==> src/rtl/wpg_pkg.sv <==
package wpg_pkg;
  localparam int BYTE_W = 8;

  localparam logic [BYTE_W-1:0] B_LEAD  = 8'hAA;
  localparam logic [BYTE_W-1:0] B_PAIR  = 8'h55;
  localparam logic [BYTE_W-1:0] B_LOCK  = 8'hA0;
  localparam logic [BYTE_W-1:0] B_ERASE = 8'h80;
  localparam logic [BYTE_W-1:0] B_FREE  = 8'h20;

  typedef enum logic [2:0] {
    ST_IDLE,
    ST_K1,
    ST_K2,
    ST_D3,
    ST_D4,
    ST_D5,
    ST_OPEN_EN,
    ST_OPEN_DIS
  } seq_t;
endpackage

==> src/rtl/wpg_step.sv <==
module wpg_step
  import wpg_pkg::*;
#(
  parameter int ADDR_W = 17,
  parameter logic [ADDR_W-1:0] KEY_HI = 'h05555,
  parameter logic [ADDR_W-1:0] KEY_LO = 'h02AAA
) (
  input  seq_t              st,
  input  logic              dirty,
  input  logic [ADDR_W-1:0] addr,
  input  logic [BYTE_W-1:0] data,
  output seq_t              st_n,
  output logic              is_cmd
);
  logic at_hi, at_lo;

  assign at_hi = (addr == KEY_HI);
  assign at_lo = (addr == KEY_LO);

  always_comb begin
    st_n   = ST_IDLE;
    is_cmd = 1'b0;
    case (st)
      ST_IDLE: if (!dirty && at_hi && data == B_LEAD) begin
        st_n = ST_K1; is_cmd = 1'b1;
      end
      ST_K1: if (at_lo && data == B_PAIR) begin
        st_n = ST_K2; is_cmd = 1'b1;
      end
      ST_K2: begin
        if (at_hi && data == B_LOCK) begin
          st_n = ST_OPEN_EN; is_cmd = 1'b1;
        end else if (at_hi && data == B_ERASE) begin
          st_n = ST_D3; is_cmd = 1'b1;
        end
      end
      ST_D3: if (at_hi && data == B_LEAD) begin
        st_n = ST_D4; is_cmd = 1'b1;
      end
      ST_D4: if (at_lo && data == B_PAIR) begin
        st_n = ST_D5; is_cmd = 1'b1;
      end
      ST_D5: if (at_hi && data == B_FREE) begin
        st_n = ST_OPEN_DIS; is_cmd = 1'b1;
      end
      ST_OPEN_EN:  st_n = ST_OPEN_EN;
      ST_OPEN_DIS: st_n = ST_OPEN_DIS;
      default:     st_n = ST_IDLE;
    endcase
  end
endmodule

==> src/rtl/wpg_lane.sv <==
module wpg_lane
  import wpg_pkg::*;
#(
  parameter int ADDR_W = 17,
  parameter logic [ADDR_W-1:0] KEY_HI = 'h05555,
  parameter logic [ADDR_W-1:0] KEY_LO = 'h02AAA
) (
  input  logic              clk,
  input  logic              rst,
  input  logic              stb,
  input  logic [ADDR_W-1:0] addr,
  input  logic [BYTE_W-1:0] data,
  input  logic              prog_end,
  output logic              wp_on,
  output logic              page_ok,
  output logic              cmd_byte
);
  seq_t st_q, st_n;
  logic dirty_q, is_cmd, open_n;
  logic prot_q   = 1'b0;
  logic permit_q = 1'b1;
  logic cmd_q;

  wpg_step #(.ADDR_W(ADDR_W), .KEY_HI(KEY_HI), .KEY_LO(KEY_LO)) u_step (
    .st(st_q), .dirty(dirty_q), .addr(addr), .data(data),
    .st_n(st_n), .is_cmd(is_cmd)
  );

  assign open_n = (st_n == ST_OPEN_EN) || (st_n == ST_OPEN_DIS);

  // Lock bit models nonvolatile storage: no reset branch.
  always_ff @(posedge clk) begin
    if (!rst && prog_end) begin
      if (st_q == ST_OPEN_EN)       prot_q <= 1'b1;
      else if (st_q == ST_OPEN_DIS) prot_q <= 1'b0;
    end
  end

  always_ff @(posedge clk) begin
    if (rst) begin
      st_q     <= ST_IDLE;
      dirty_q  <= 1'b0;
      cmd_q    <= 1'b0;
      permit_q <= !prot_q;
    end else if (prog_end) begin
      st_q     <= ST_IDLE;
      dirty_q  <= 1'b0;
      cmd_q    <= 1'b0;
      if (st_q == ST_OPEN_EN)       permit_q <= 1'b0;
      else if (st_q == ST_OPEN_DIS) permit_q <= 1'b1;
      else                          permit_q <= !prot_q;
    end else if (stb) begin
      st_q     <= st_n;
      dirty_q  <= dirty_q | !is_cmd;
      cmd_q    <= is_cmd;
      permit_q <= !prot_q | open_n;
    end else begin
      cmd_q    <= 1'b0;
    end
  end

  assign wp_on    = prot_q;
  assign page_ok  = permit_q;
  assign cmd_byte = cmd_q;

  assert_wp_hold_R4: assert property (@(posedge clk) disable iff (rst)
    !$past(prog_end) |-> $stable(prot_q));

  assert_cmd_src_R2: assert property (@(posedge clk) disable iff (rst)
    cmd_q |-> ($past(stb) && !$past(prog_end)));

  assert_collide_R10: assert property (@(posedge clk) disable iff (rst)
    ($past(prog_end) && $past(stb)) |-> !cmd_q);

  assert_close_R11: assert property (@(posedge clk) disable iff (rst)
    ($past(prog_end) && !$past(rst)) |-> (permit_q == !prot_q));

  assert_dirty_R8: assert property (@(posedge clk) disable iff (rst)
    (stb && !prog_end && st_q == ST_IDLE && dirty_q) |=> !cmd_q);
endmodule

==> src/rtl/wp_seq_guard.sv <==
module wp_seq_guard
  import wpg_pkg::*;
#(
  parameter int NBLK   = 4,
  parameter int ADDR_W = 17,
  parameter logic [ADDR_W-1:0] KEY_HI = 17'h05555,
  parameter logic [ADDR_W-1:0] KEY_LO = 17'h02AAA
) (
  input  logic                   clk,
  input  logic                   rst,
  input  logic [NBLK-1:0]        wr_stb,
  input  logic [ADDR_W-1:0]      wr_addr,
  input  logic [NBLK*BYTE_W-1:0] wr_data,
  input  logic [NBLK-1:0]        prog_end,
  output logic [NBLK-1:0]        wp_on,
  output logic [NBLK-1:0]        page_ok,
  output logic [NBLK-1:0]        cmd_byte
);
  localparam int DATA_W = NBLK * BYTE_W;

  for (genvar g = 0; g < NBLK; g++) begin : g_lane
    wpg_lane #(.ADDR_W(ADDR_W), .KEY_HI(KEY_HI), .KEY_LO(KEY_LO)) u_lane (
      .clk      (clk),
      .rst      (rst),
      .stb      (wr_stb[g]),
      .addr     (wr_addr),
      .data     (wr_data[g*BYTE_W +: BYTE_W]),
      .prog_end (prog_end[g]),
      .wp_on    (wp_on[g]),
      .page_ok  (page_ok[g]),
      .cmd_byte (cmd_byte[g])
    );
  end

  initial begin
    if (DATA_W != $bits(wr_data)) $error("data width mismatch");
  end
endmodule

==> config.mk <==
export PLATFORM = sky130hd
export DESIGN_NAME = wp_seq_guard
export DESIGN_NICKNAME = d
export VERILOG_FILES = /design/src/rtl/wpg_pkg.sv /design/src/rtl/wpg_step.sv /design/src/rtl/wpg_lane.sv /design/src/rtl/wp_seq_guard.sv
export SDC_FILE = /design/constraint.sdc
export NUM_CORES = 1
export LEC_CHECK = 0
export BUFFER_PORTS_ARGS = -buffer_cell sky130_fd_sc_hd__buf_2
export CORE_ASPECT_RATIO = 0.75
export CORE_MARGIN = 4
export CORE_UTILIZATION = 50
export CTS_CLUSTER_SIZE = 28
export DETAILED_ROUTE_END_ITERATION = 10
export HOLD_SLACK_MARGIN = 0.05
export PLACE_DENSITY = 0.81
export REMOVE_ABC_BUFFERS = 1
export SLEW_MARGIN = 20
export SYNTH_ARGS = -nofsm -noshare
export SYNTH_HDL_FRONTEND = slang
export SYNTH_HIERARCHICAL = 1
export SYNTH_SLANG_ARGS = --single-unit
==> constraint.sdc <==
create_clock -name clk -period 2.3 [get_ports clk]
set_input_delay 0.46 -clock clk [delete_from_list [all_inputs] [get_ports clk]]
set_output_delay 0.46 -clock clk [all_outputs]
set_load 0.005 [all_outputs]
Yosys cells after proc, flatten, opt, wreduce, memory -nomap -nowiden
Index checks and enable logic that the tools add are counted.
Word-level totals
  register bits after elaboration: 28
  latch bits: 0
  RAM bits: 0
  memory bits (read-only): 0
  input port bits: 59
  output and inout port bits: 12
  word-level logic and storage cells: 251
  memories kept: 0
Cells by class
  add/subtract/negate cells: 0
  $mul: 0
  div/mod/pow operators: 0
  order comparisons: 0
  equal/unequal tests: 58
  shift operators: 0
  muxes and demuxes: 84
  bitwise logic cells: 12
  reduce and logical (&&, ||, !) cells: 77
Operators with widths (number)
  8-bit equality test (second input constant): 12
  3-bit one-hot mux with 8 select lines: 4
  3-bit equality test (second input constant): 24
  1-bit two-way mux: 52
  3-bit two-way mux: 16
  8-bit by 6-bit equality test with 1-bit output (second input constant): 4
  8-bit by 7-bit equality test with 1-bit output (second input constant): 4
  1-bit logical AND: 32
  3-bit by 2-bit equality test with 1-bit output (second input constant): 8
  1-bit one-hot mux with 5 select lines: 4
  17-bit by 14-bit equality test with 1-bit output (second input constant): 1
  17-bit by 15-bit equality test with 1-bit output (second input constant): 1
  2-bit two-way mux: 8
  2-bit OR reduction: 8
  1-bit logical NOT: 13
  3-bit by 1-bit equality test with 1-bit output (second input constant): 4
  3-bit logical NOT: 4
  3-bit nonzero test: 4
  3-bit OR reduction: 4
  1-bit OR: 8
  2-bit AND reduction: 4
  2-bit nonzero test: 4
  1-bit logical OR: 4
  1-bit inverter: 4

Logic depth before layout (Yosys ltp)
Gate-level depths: netlist of run 1.
  depth after elaboration: 11
  depth in mapped cells: 9
  depth with buffers taken out: 8

Cells and area by module
Netlist of run 1, hierarchy kept.
By module, submodules not included
  wpg_step: instances 4, cells each 53, area an instance 361.6 um2, sequential area each 0.0 um2
  wpg_lane: instances 4, cells each 28, area an instance 289.0 um2, sequential area each 160.2 um2

Worst setup path after synthesis of run 1
Ideal clock, no wire load.
  path kind: input -> register
  start point: in wr_addr[7]
  end point: reg g_lane[0].u_lane.permit_q, data pin
  setup time: 0.146 ns
  data arrival time: 1.786 ns
  required time: 2.154 ns
  slack: 0.368 ns
  stages on the path: 7
  buffers on the path: 0
  cell sequence: nor4b_2 -> nand3_1 -> or4_4 -> o21ai_1 -> nand2_1 -> o21ai_0 -> o2bb2ai_1
Between the ends
  elaborated cells between the ends (all ways): 24
  those cells by class: 4 x eq/ne; 11 x mux; 1 x bitwise; 8 x reduce/logical
RTL lines
  start: declaration: RTL line wp_seq_guard.sv:12  | input logic [ADDR_W-1:0] wr_addr,
  17-bit by 15-bit equality test with 1-bit output / 17-bit by 14-bit equality test with 1-bit output (equally long branches): RTL line wpg_step.sv:17, wpg_step.sv:18
  1-bit logical AND (on tied branches)
  3-bit two-way mux (on tied branches)
  3-bit one-hot mux with 8 select lines (*): RTL line wpg_step.sv:23  | case (st)
  net g_lane[0].u_lane.st_n[2]: RTL line wpg_lane.sv:18  | seq_t st_q, st_n;
  3-bit equality test: RTL line wpg_lane.sv:29  | assign open_n = (st_n == ST_OPEN_EN) || (st_n == ST_OPEN_DIS);
  1-bit logical OR (*): RTL line wpg_lane.sv:29
  1-bit OR (*): RTL line wpg_lane.sv:56  | permit_q <= !prot_q | open_n;
  1-bit two-way mux (*): RTL line wpg_lane.sv:52  | end else if (stb) begin
  1-bit two-way mux (*): RTL line wpg_lane.sv:45  | end else if (prog_end) begin
  1-bit two-way mux (*): RTL line wpg_lane.sv:40  | if (rst) begin
  end signal: assignment: RTL line wpg_lane.sv:44  | permit_q <= !prot_q;
  end signal: assignment: RTL line wpg_lane.sv:51  | else permit_q <= !prot_q;
  end signal: assignment: RTL line wpg_lane.sv:56
  end: declaration: RTL line wpg_lane.sv:21  | logic permit_q = 1'b1;
The timed path passes the listed nets; every way through them passes the cells marked *. The select of a mux whose other input is x is not followed.
A chain may end at the register's enable or synchronous reset.

Worst setup path after layout of run 1
  start point: in wr_addr[13]
  end point: reg g_lane[1].u_lane.permit_q, data pin
Between the ends
  elaborated cells between the ends (all ways): 24
  those cells by class: 4 x eq/ne; 11 x mux; 1 x bitwise; 8 x reduce/logical
RTL lines (RTL line)
  17-bit by 15-bit equality test with 1-bit output / 17-bit by 14-bit equality test with 1-bit output (equally long branches): wpg_step.sv:17, wpg_step.sv:18
  1-bit logical AND (on tied branches)
  3-bit two-way mux (on tied branches)
  3-bit one-hot mux with 8 select lines (*): wpg_step.sv:23
  net g_lane[1].u_lane.st_n[2]: wpg_lane.sv:18
  3-bit equality test: wpg_lane.sv:29
  1-bit logical OR (*): wpg_lane.sv:29
  1-bit OR (*): wpg_lane.sv:56
  1-bit two-way mux (*): wpg_lane.sv:52
  1-bit two-way mux (*): wpg_lane.sv:45
  1-bit two-way mux (*): wpg_lane.sv:40
  end signal: assignment: wpg_lane.sv:44
  end signal: assignment: wpg_lane.sv:51
  end signal: assignment: wpg_lane.sv:56
  end: declaration: wpg_lane.sv:21
Marks and branches as above.

==> results of run 1 <==
[cell usage after synthesis]
cell	count	area (µm²)
nand2_1	32	120.1
nor2_1	32	120.1
dfxtp_1	20	400.4
nor3_1	20	100.1
a21oi_1	12	60.06
inv_1	12	45.04
mux2i_1	12	120.1
nand3_1	12	60.06
nand4b_1	12	105.1
nor4_1	12	75.07
o21ai_0	12	60.06
o21ai_1	12	60.06
a22oi_1	8	60.06
buf_2	8	40.04
edfxtp_1	8	240.2
nor4_2	8	100.1
a211oi_1	4	30.03
a31oi_1	4	25.02
and3_1	4	25.02
and4b_1	4	40.04
and4bb_2	4	50.05
clkbuf_1	4	15.01
clkbuf_2	4	20.02
nand2b_4	4	55.05
nand4_1	4	25.02
nand4bb_1	4	45.04
nor2b_1	4	25.02
nor3b_1	4	30.03
nor4b_1	4	35.03
nor4b_2	4	60.06
nor4bb_1	4	40.04
o21a_1	4	30.03
o2bb2a_4	4	80.08
o2bb2ai_1	4	35.03
o31a_1	4	35.03
o32a_1	4	40.04
or2_2	4	25.02
or3_1	4	25.02
or4_4	4	45.04
[cell type report]
type / instances / area [µm²] / share of cell area, %
clock buffer: 3 / 41.29 / 1.342
clock inverter: 1 / 30.03 / 0.9760
tap: 60 / 75.07 / 2.440
multi-input combinational: 268 / 1842 / 59.86
timing repair buffer: 77 / 402.9 / 13.09
inverter: 12 / 45.04 / 1.464
sequential: 28 / 640.6 / 20.82
[layer usage]
layer / track usage [%] / share of wire (%) / vias to the layer above
li1: - / - / 1387
met3: 3.229 / 7.7 / 4
met4: 3.177 / 0.52 / 0
met1: 31.13 / 45 / 1328
met2: 35.81 / 46 / 131
met5: 0 / 0 / -
[registers in the layout, indices dropped and copies added (netlist names)]
signal,flops
g_lane.u_lane/cmd_byte,4
g_lane.u_lane/st_q,12
g_lane.u_lane/dirty_q,4
g_lane.u_lane/wp_on,4
g_lane.u_lane/page_ok,4
[cells by family (layout without fill, tap and decap cells)]
logic type,after synthesis,after routing
AO/OA/AOI/OAI,72,72
buffers and inverters,28,93
flip-flops,28,28
multiplexers,12,12
AND/OR/NAND/NOR,184,184
[final timing paths]
path	start	endpoint	slack, ns	depth (start not counted)
worst max-delay path	wr_addr[13]	g_lane[1].u_lane/page_ok$_DFFE_PP_	0.23	9
worst min-delay path	prog_end[1]	g_lane[1].u_lane/cmd_byte$_SDFF_PP0_	0.45	2
worst max register to register	g_lane[1].u_lane/st_q[1]$_SDFFE_PP0P_	g_lane[1].u_lane/page_ok$_DFFE_PP_	0.45	9
worst min register to register	g_lane[0].u_lane/dirty_q$_SDFFE_PP0P_	g_lane[0].u_lane/dirty_q$_SDFFE_PP0P_	0.54	2
[critical path: stages]
cell	delay, ns
buf_2	0.20
nor4b_1	0.38
nand4_1	0.16
nor4_2	0.42
a22oi_1	0.12
o21ai_1	0.13
nand2_1	0.06
o21ai_0	0.14
o2bb2ai_1	0.13
[power groups by stage]
stage	logic (W)	clock network (W)	registers (W)
after floorplan	0.0000719	0	0.000524
after global placement	0.000198	0	0.000525
after detailed placement	0.000202	0	0.000525
after CTS	0.000204	0.000406	0.000514
after global routing	0.000224	0.000420	0.000514
final	0.000207	0.000397	0.000513
[through the flow]
step                setup slack, ns  util (%)  instance area (µm²)
global placement           -0.01435     60.66                 3005
CTS                          0.2410     62.10                 3077
finish                       0.2328     62.10                 3077
detailed placement        -0.005911     60.66                 3005
global route                 0.1023     62.10                 3077
floorplan                    0.3680         -                 2527
==> impl_results.md, run 1 <==
- ANT nets after route: 0
- Unique masters post-synth: 39
- TritonCTS buffer count: 3
- Post-route insts no fill: about 450
- Largest net degree at the start of global routing: 33
- Clock skew: around 0.0032 ns
- Crit-path max FO: 8
- DRT Wirelength: 7.125 mm
- Max_cap viols: 0
- WHS: 0.4463 ns
- CTS Buffer Depth: 2
- Endpoints failing setup: 0
- Antenna cells: 0
- Die W: 91.31 µm
- Syn avg cell area: 8.032 µm²
- Post-CTS Setup Bufs: 0
- Post-route setup TNS: 0 ns
- Synth Area in Compound Gates: 19.81%
- Syn Inst Count: 324
- Type of the worst min-delay path: in2reg
- Relative slew margins: 63.66%
- Fmax: around 0.48 GHz
- Area grow syn2layout: 18.22%
- Placed cells: 445
- Vias: 2,850
- IO Port Bufs: 70
- Ys Warns: 6
- Nets: between 400 and 500
- Placer congestion estimate: ~0.9
- Final Max Slew Viols: 0
- GR Overflow Total: 0
- Post-synthesis adder-cell area fraction: 0%
- Crit path capture type: register
- Crit path kind: in2reg
- Starting Density: 52.53%
- Required @ worst endpoint: 2.44 ns
- Switching portion of total power: 25.63%
- Most common cell after layout, fill and taps aside: buf_2
- Post-synthesis mux area share: 4.615%
- Vias in the first global route: 2,531
- DRT Pass-1 Iters: 7
- Maximum VDD drop: 0.2508 mV
- Combinational share of power: 18.5%
- Htree depth: 1
- Register area share after synthesis: approximately a quarter
- Switching pwr: about 0.00029 W
- Root Buffer: clkbuf_8
- Cell Area, Synth: roughly 2600 µm²
- Worst Tran Pin Value: 0.5452 ns
- Tmin final: approximately 2.1 ns
- Post_cts resized: 0
- Clock power frac: 35.5%
- RSZ-0062 raised after global routing: no
- Chip height: between 70 and 80 µm
- Synth Area in Simple Gates: 46.35%
- Share of layout cells above drive strength 1: around 29%
- Gr usage total: around 22%
- Avg WL per Cell: 15.87 µm
- Drt drc: 0
- Startpoint types: input port
- Hold Fails Final Rpt: 0
- DPL Wire Length: 5.444 mm
- Filler Cell Count: 436
- PD cells: around 360 nW/µm²
- Final period util: 89.88%
- Core ar.: roughly 5000 µm²
- Power share of the sequential group: 45.9%
- CTS clk-pin slew, worst paths: 0.10 ns
- Leak pwr: about 1.1 nW
- Largest family of logic cells by synthesized area: simple AND/OR/NAND/NOR gates
- Clk_lat worst skew: 0.28 ns
- Initial antenna violation count: 0
- Status: finished, final reports clean
- CP arrival: 2.20 ns
- Clock sink count: 28
- Die ar.: between 6000 and 7000 µm²
- Via/cell ratio: roughly 6.3
- # rows: 22
- Int Pwr: 0.0008315 W
- Most frequent cells in the layout: buf_2, nand2_1, nor2_1
- Yosys reg bits: 28
- First-pass GRT wire length: 11.92 mm
- Fraction of synthesized cell area in xor and xnor cells: 0%
- Hold Buf Count CTS: 0
- CTS tree: yes
- IO Count: 71
- Design Power: 0.001118 W
- Initial DRC Count: 211
Note: power is estimated with default switching activity, not from simulation.
==> run 2: changes to the inputs <==
Settings changed: CELL_PAD_IN_SITES_DETAIL_PLACEMENT from default to 2, CELL_PAD_IN_SITES_GLOBAL_PLACEMENT from default to 2, CORE_UTILIZATION 50 to 30, PLACE_DENSITY 0.81 to 0.84.
==> impl_results.md, run 2 (synthesis results as in run 1) <==
- Tmin final: 2.245 ns
- Status: finished, final reports clean
- Via/cell ratio: between 5 and 6
- Placer congestion estimate: 0.8200
- Area grow syn2layout: 24.09%
- Endpoints failing setup: 0
- GR Overflow Total: 0
- Startpoint types: input port
- Max_cap viols: 0
- Clk_lat worst skew: 0.27 ns
- DPL Wire Length: ~8.1 mm
- Die W: between 100 and 150 µm
- Type of the worst min-delay path: in2reg
- Initial DRC Count: 127
- Final Max Slew Viols: 0
- CTS tree: yes
- IO Port Bufs: 70
- Worst Tran Pin Value: between 0.6 and 0.7 ns
- RSZ-0062 raised after global routing: yes
- Maximum VDD drop: 0.2785 mV
- R2r startpoint: g_lane[3].u_lane/st_q[1]$_SDFFE_PP0P_
- Crit path capture type: register
- CP top delay family: simple AND/OR/NAND/NOR gates
- Filler Cell Count: 1,010
- Clock skew: 0.003891 ns
- Gr usage total: 20.16%
- Largest register FFs: 12
- Clock sink count: 28
- Hold Fails Final Rpt: 0
- Largest Register: g_lane.u_lane/st_q
- Design Power: between 0.001 and 0.0015 W
- ANT nets after route: 0
- WHS: approximately 0.47 ns
- Leak pwr: 1.154 nW
- Fmax: 0.4455 GHz
- CP arrival: between 2 and 2.5 ns
- Post-CTS Setup Bufs: 0
- DRT Wirelength: 10.29 mm
- Antenna cells: 0
- Avg WL per Cell: a little over 20 µm
- # rows: 29
- IO Count: 71
- Share of layout cells above drive strength 1: 30.63%
- Drt drc: 0
- Vias: approximately 2,900
- Min-delay src: prog_end[0]
- Largest net degree at the start of global routing: 33
- Most common cell after layout, fill and taps aside: buf_2
- DRT Pass-1 Iters: 4
- Vias in the first global route: 3,165
- Nets: 455
- Die ar.: 10,240 µm²
- TritonCTS buffer count: 3
- Starting Density: 30.78%
- Initial antenna violation count: 0
- First-pass GRT wire length: 16.41 mm
- PD cells: 370.6 nW/µm²
- CP max-delay cell: nor4b_1
- Htree depth: 1
- Required @ worst endpoint: 2.42 ns
- Chip height: 88.66 µm
- Final period util: 97.59%
- Crit path kind: in2reg
- CP Launch Point: wr_addr[10]
- Most frequent cells in the layout: buf_2, nand2_1, nor2_1
- CTS clk-pin slew, worst paths: 0.08 ns
- Critical Path Max Stage Delay: 0.46 ns
- CTS Buffer Depth: 2
- Root Buffer: clkbuf_16
- Relative slew margins: 58.37%
- Crit-path cells: buf_2, nor4b_1, nand4_1, nor4_4, a22oi_1, o21ai_1, nand2_1, o21ai_0, o2bb2ai_1
- Crit-path max FO: 7
- Reg2Reg Setup Slack: 0.32 ns
- Worst path buffer plus inverter count: 1
- Core ar.: 8454 µm²
==> run 2: cell count changes in the layout (fill, tap and decap cells not counted), sizes merged <==
| cell | delta |
|---|---|
| clkbuf | +1 |
| buf | +6 |
| bufinv | -1 |
==> run 2: worst reg2reg max path: stages, from the launching register on <==
cell and delay [ns]:
dfxtp_1 0.42, nor4_2 0.27, buf_4 0.19, o2bb2a_4 0.16
a211oi_1 0.23, o21ai_0 0.14, nand2_1 0.12, inv_1 0.05
a21oi_1 0.17, nor3_1 0.09
==> run 2: worst paths after layout <==
| check | end | cells after the start |
|---|---|---|
| setup / recovery | g_lane[3].u_lane/page_ok$_DFFE_PP_ | 9 |
| hold / removal | g_lane[0].u_lane/cmd_byte$_SDFF_PP0_ | 2 |
| setup reg to reg | g_lane[3].u_lane/dirty_q$_SDFFE_PP0P_ | 9 |
| hold reg to reg | g_lane[2].u_lane/dirty_q$_SDFFE_PP0P_ | 2 |
==> run 2: timing repair <==
action	in CTS	in global routing
gates resized for setup	0	4
endpoints found under the setup margin	0	6
hold buffers	0	0
==> run 2: final cells by class <==
cell class	count	area, µm²	area share (%)
inverters	12	45.04	1.395
well taps	108	135.1	4.184
multi-input cells	268	1872	57.96
flip-flops and latches	28	640.6	19.84
repair buffers	83	447.9	13.87
clock buffers	4	88.84	2.751
==> run 2: stage by stage <==
stage	util [%]	area (µm²)	setup slack, ns	instances	TNS [ns]
after floorplan	-	2527	0.3680	308	0
after global placement	36.79	3110	-0.1154	499	-0.1421
after detailed placement	36.79	3110	-0.3167	499	-1.489
after CTS	37.84	3199	0.01030	503	0
after global routing	38.20	3229	-0.03390	503	-0.08641
final	38.20	3229	0.05543	503	0
==> run 2: power by group <==
group | internal, W | switching [W] | total [W]
logic | 0.0000920 | 0.000133 | 0.000225
clock network | 0.000268 | 0.000190 | 0.000458
registers | 0.000510 | 0.00000369 | 0.000514
==> run 2: layer usage <==
metal	share of wire, %	GRT usage (%)
met1	45	24.18
met4	0.39	2.026
met3	3.9	3.623
met2	51	38.87
met5	0	0
==> run 3: changes to the inputs <==
Settings changed: MAX_ROUTING_LAYER from default to met4.
==> impl_results.md, run 3 (synthesis results as in run 1) <==
- Status: finished, final reports clean
- Antenna cells: 0
- DPL Wire Length: 8.067 mm
- Die W: 115.6 µm
- Via/cell ratio: between 5 and 6
- Min-Delay Path Depth: 2
- Crit path kind: in2reg
- CTS tree: yes
- Clock sink count: 28
- CP arrival: between 2 and 2.5 ns
- Hold Fails Final Rpt: 0
- Initial DRC Count: 138
- First-pass GRT wire length: 16.41 mm
- # rows: 29
- Crit-path max FO: 7
- RSZ-0062 raised after global routing: yes
- PD cells: about 370 nW/µm²
- Type of the worst min-delay path: in2reg
- Final Max Slew Viols: 0
- Tmin final: 2.244 ns
- Worst path buffer plus inverter count: 1
- IO Count: 71
- CTS Buffer Depth: 2
- Vias: 2,949
- ANT nets after route: 0
- Fin area: 3229 µm²
- Final period util: 97.57%
- Chip height: approximately 89 µm
- TritonCTS buffer count: 3
- Crit path capture type: register
- Hold Buf Count CTS: 0
- Required @ worst endpoint: 2.42 ns
- Drt drc: 0
- DRT Pass-1 Iters: 4
- Placer congestion estimate: 0.8323
- Post-CTS Setup Bufs: 0
- GR Overflow Total: 0
- Crit-path cells: buf_2, nor4b_1, nand4_1, nor4_4, a22oi_1, o21ai_1, nand2_1, o21ai_0, o2bb2ai_1
- Gr usage total: 20.80%
- FF-to-FF path depth: 9
- Starting Density: 30.78%
- Fmax: 0.4456 GHz
- Post_cts resized: 0
- Area grow syn2layout: 24.09%
- Most frequent cells in the layout: buf_2, nand2_1, nor2_1
- Htree depth: 1
- Multi-input gate area: 1872 µm²
- Root Buffer: clkbuf_16
- Clk_lat worst skew: approximately 0.27 ns
- DRT Wirelength: 10.27 mm
- CP max-delay cell: nor4b_1
- CP top delay family: simple AND/OR/NAND/NOR gates
- Critical Path Max Stage Delay: between 0.4 and 0.5 ns
- Worst Tran Pin Value: approximately 0.63 ns
- Filler Cell Count: 1,010
- Clock skew: 0.002935 ns
- Vias in the first global route: between 3,000 and 4,000
- Startpoint types: input port
- CTS clk-pin slew, worst paths: 0.08 ns
- Max_cap viols: 0
- Largest Register: g_lane.u_lane/st_q
- Initial antenna violation count: 0
- Largest register FFs: 12
- Most common cell after layout, fill and taps aside: buf_2
- Core ar.: 8454 µm²
- Avg WL per Cell: 20.41 µm
- Die ar.: 10,240 µm²
- Endpoints failing setup: 0
- Area after DPL: 3110 µm²
- Share of layout cells above drive strength 1: 30.63%
- Relative slew margins: 58.11%
- Nets: roughly 460
- IO Port Bufs: 70
- Maximum VDD drop: 0.2804 mV
- Largest net degree at the start of global routing: 33
- Critical path depth in cells: 9
- Register area: 640.6 µm²
- Leak pwr: 1.154 nW
- WHS: 0.4693 ns
run 3: cell counts in the layout (fill, tap and decap cells not counted):
No cell type changed its count.
run 3: routing by layer:
metal / routed length [µm] / GRT usage [%] / part of all wire (%)
met5: 0 / - / 0
met3: 350 / 3.281 / 3.4
met4: 33 / 2.026 / 0.32
met2: 5242 / 39.08 / 51
met1: 4639 / 24.26 / 45
run 3: area by class of cell:
cell class	instances	area share, %
flip-flops and latches	28	19.84
well taps	108	4.184
inverters	12	1.395
repair buffers	83	13.87
clock buffers	4	2.751
multi-input cells	268	57.96
run 3: path summary, 6_finish.rpt:
kind | start | endpoint | slack (ns)
setup / recovery | wr_addr[10] | g_lane[3].u_lane/page_ok$_DFFE_PP_ | 0.06
hold / removal | prog_end[0] | g_lane[0].u_lane/cmd_byte$_SDFF_PP0_ | 0.47
setup reg to reg | g_lane[3].u_lane/st_q[1]$_SDFFE_PP0P_ | g_lane[3].u_lane/dirty_q$_SDFFE_PP0P_ | 0.34
hold reg to reg | g_lane[2].u_lane/dirty_q$_SDFFE_PP0P_ | g_lane[2].u_lane/dirty_q$_SDFFE_PP0P_ | 0.54
run 3: power breakdown:
part	internal, W	switching (W)	total [W]
Combinational	0.0000920	0.000133	0.000225
Clock	0.000268	0.000189	0.000457
Sequential	0.000510	0.00000365	0.000514
run 3: worst register-to-register path, stage by stage, from the launching register on:
cell      delay [ns]
dfxtp_1         0.42
nor4_2          0.27
buf_4           0.19
o2bb2a_4        0.16
a211oi_1        0.22
o21ai_0         0.13
nand2_1         0.12
inv_1           0.05
a21oi_1         0.17
nor3_1          0.09
run 3: through the flow:
stage                     TNS (ns)  power [W]  std cells  setup WS, ns  util, %
final                            0   0.001195        503       0.05588    38.20
after detailed placement    -1.489  0.0007452        499       -0.3167    36.79
after CTS                        0   0.001208        503       0.01030    37.84
after floorplan                  0  0.0005964        308        0.3680        -
after global routing      -0.08567   0.001251        503      -0.03401    38.20
after global placement     -0.1421  0.0007319        499       -0.1154    36.79
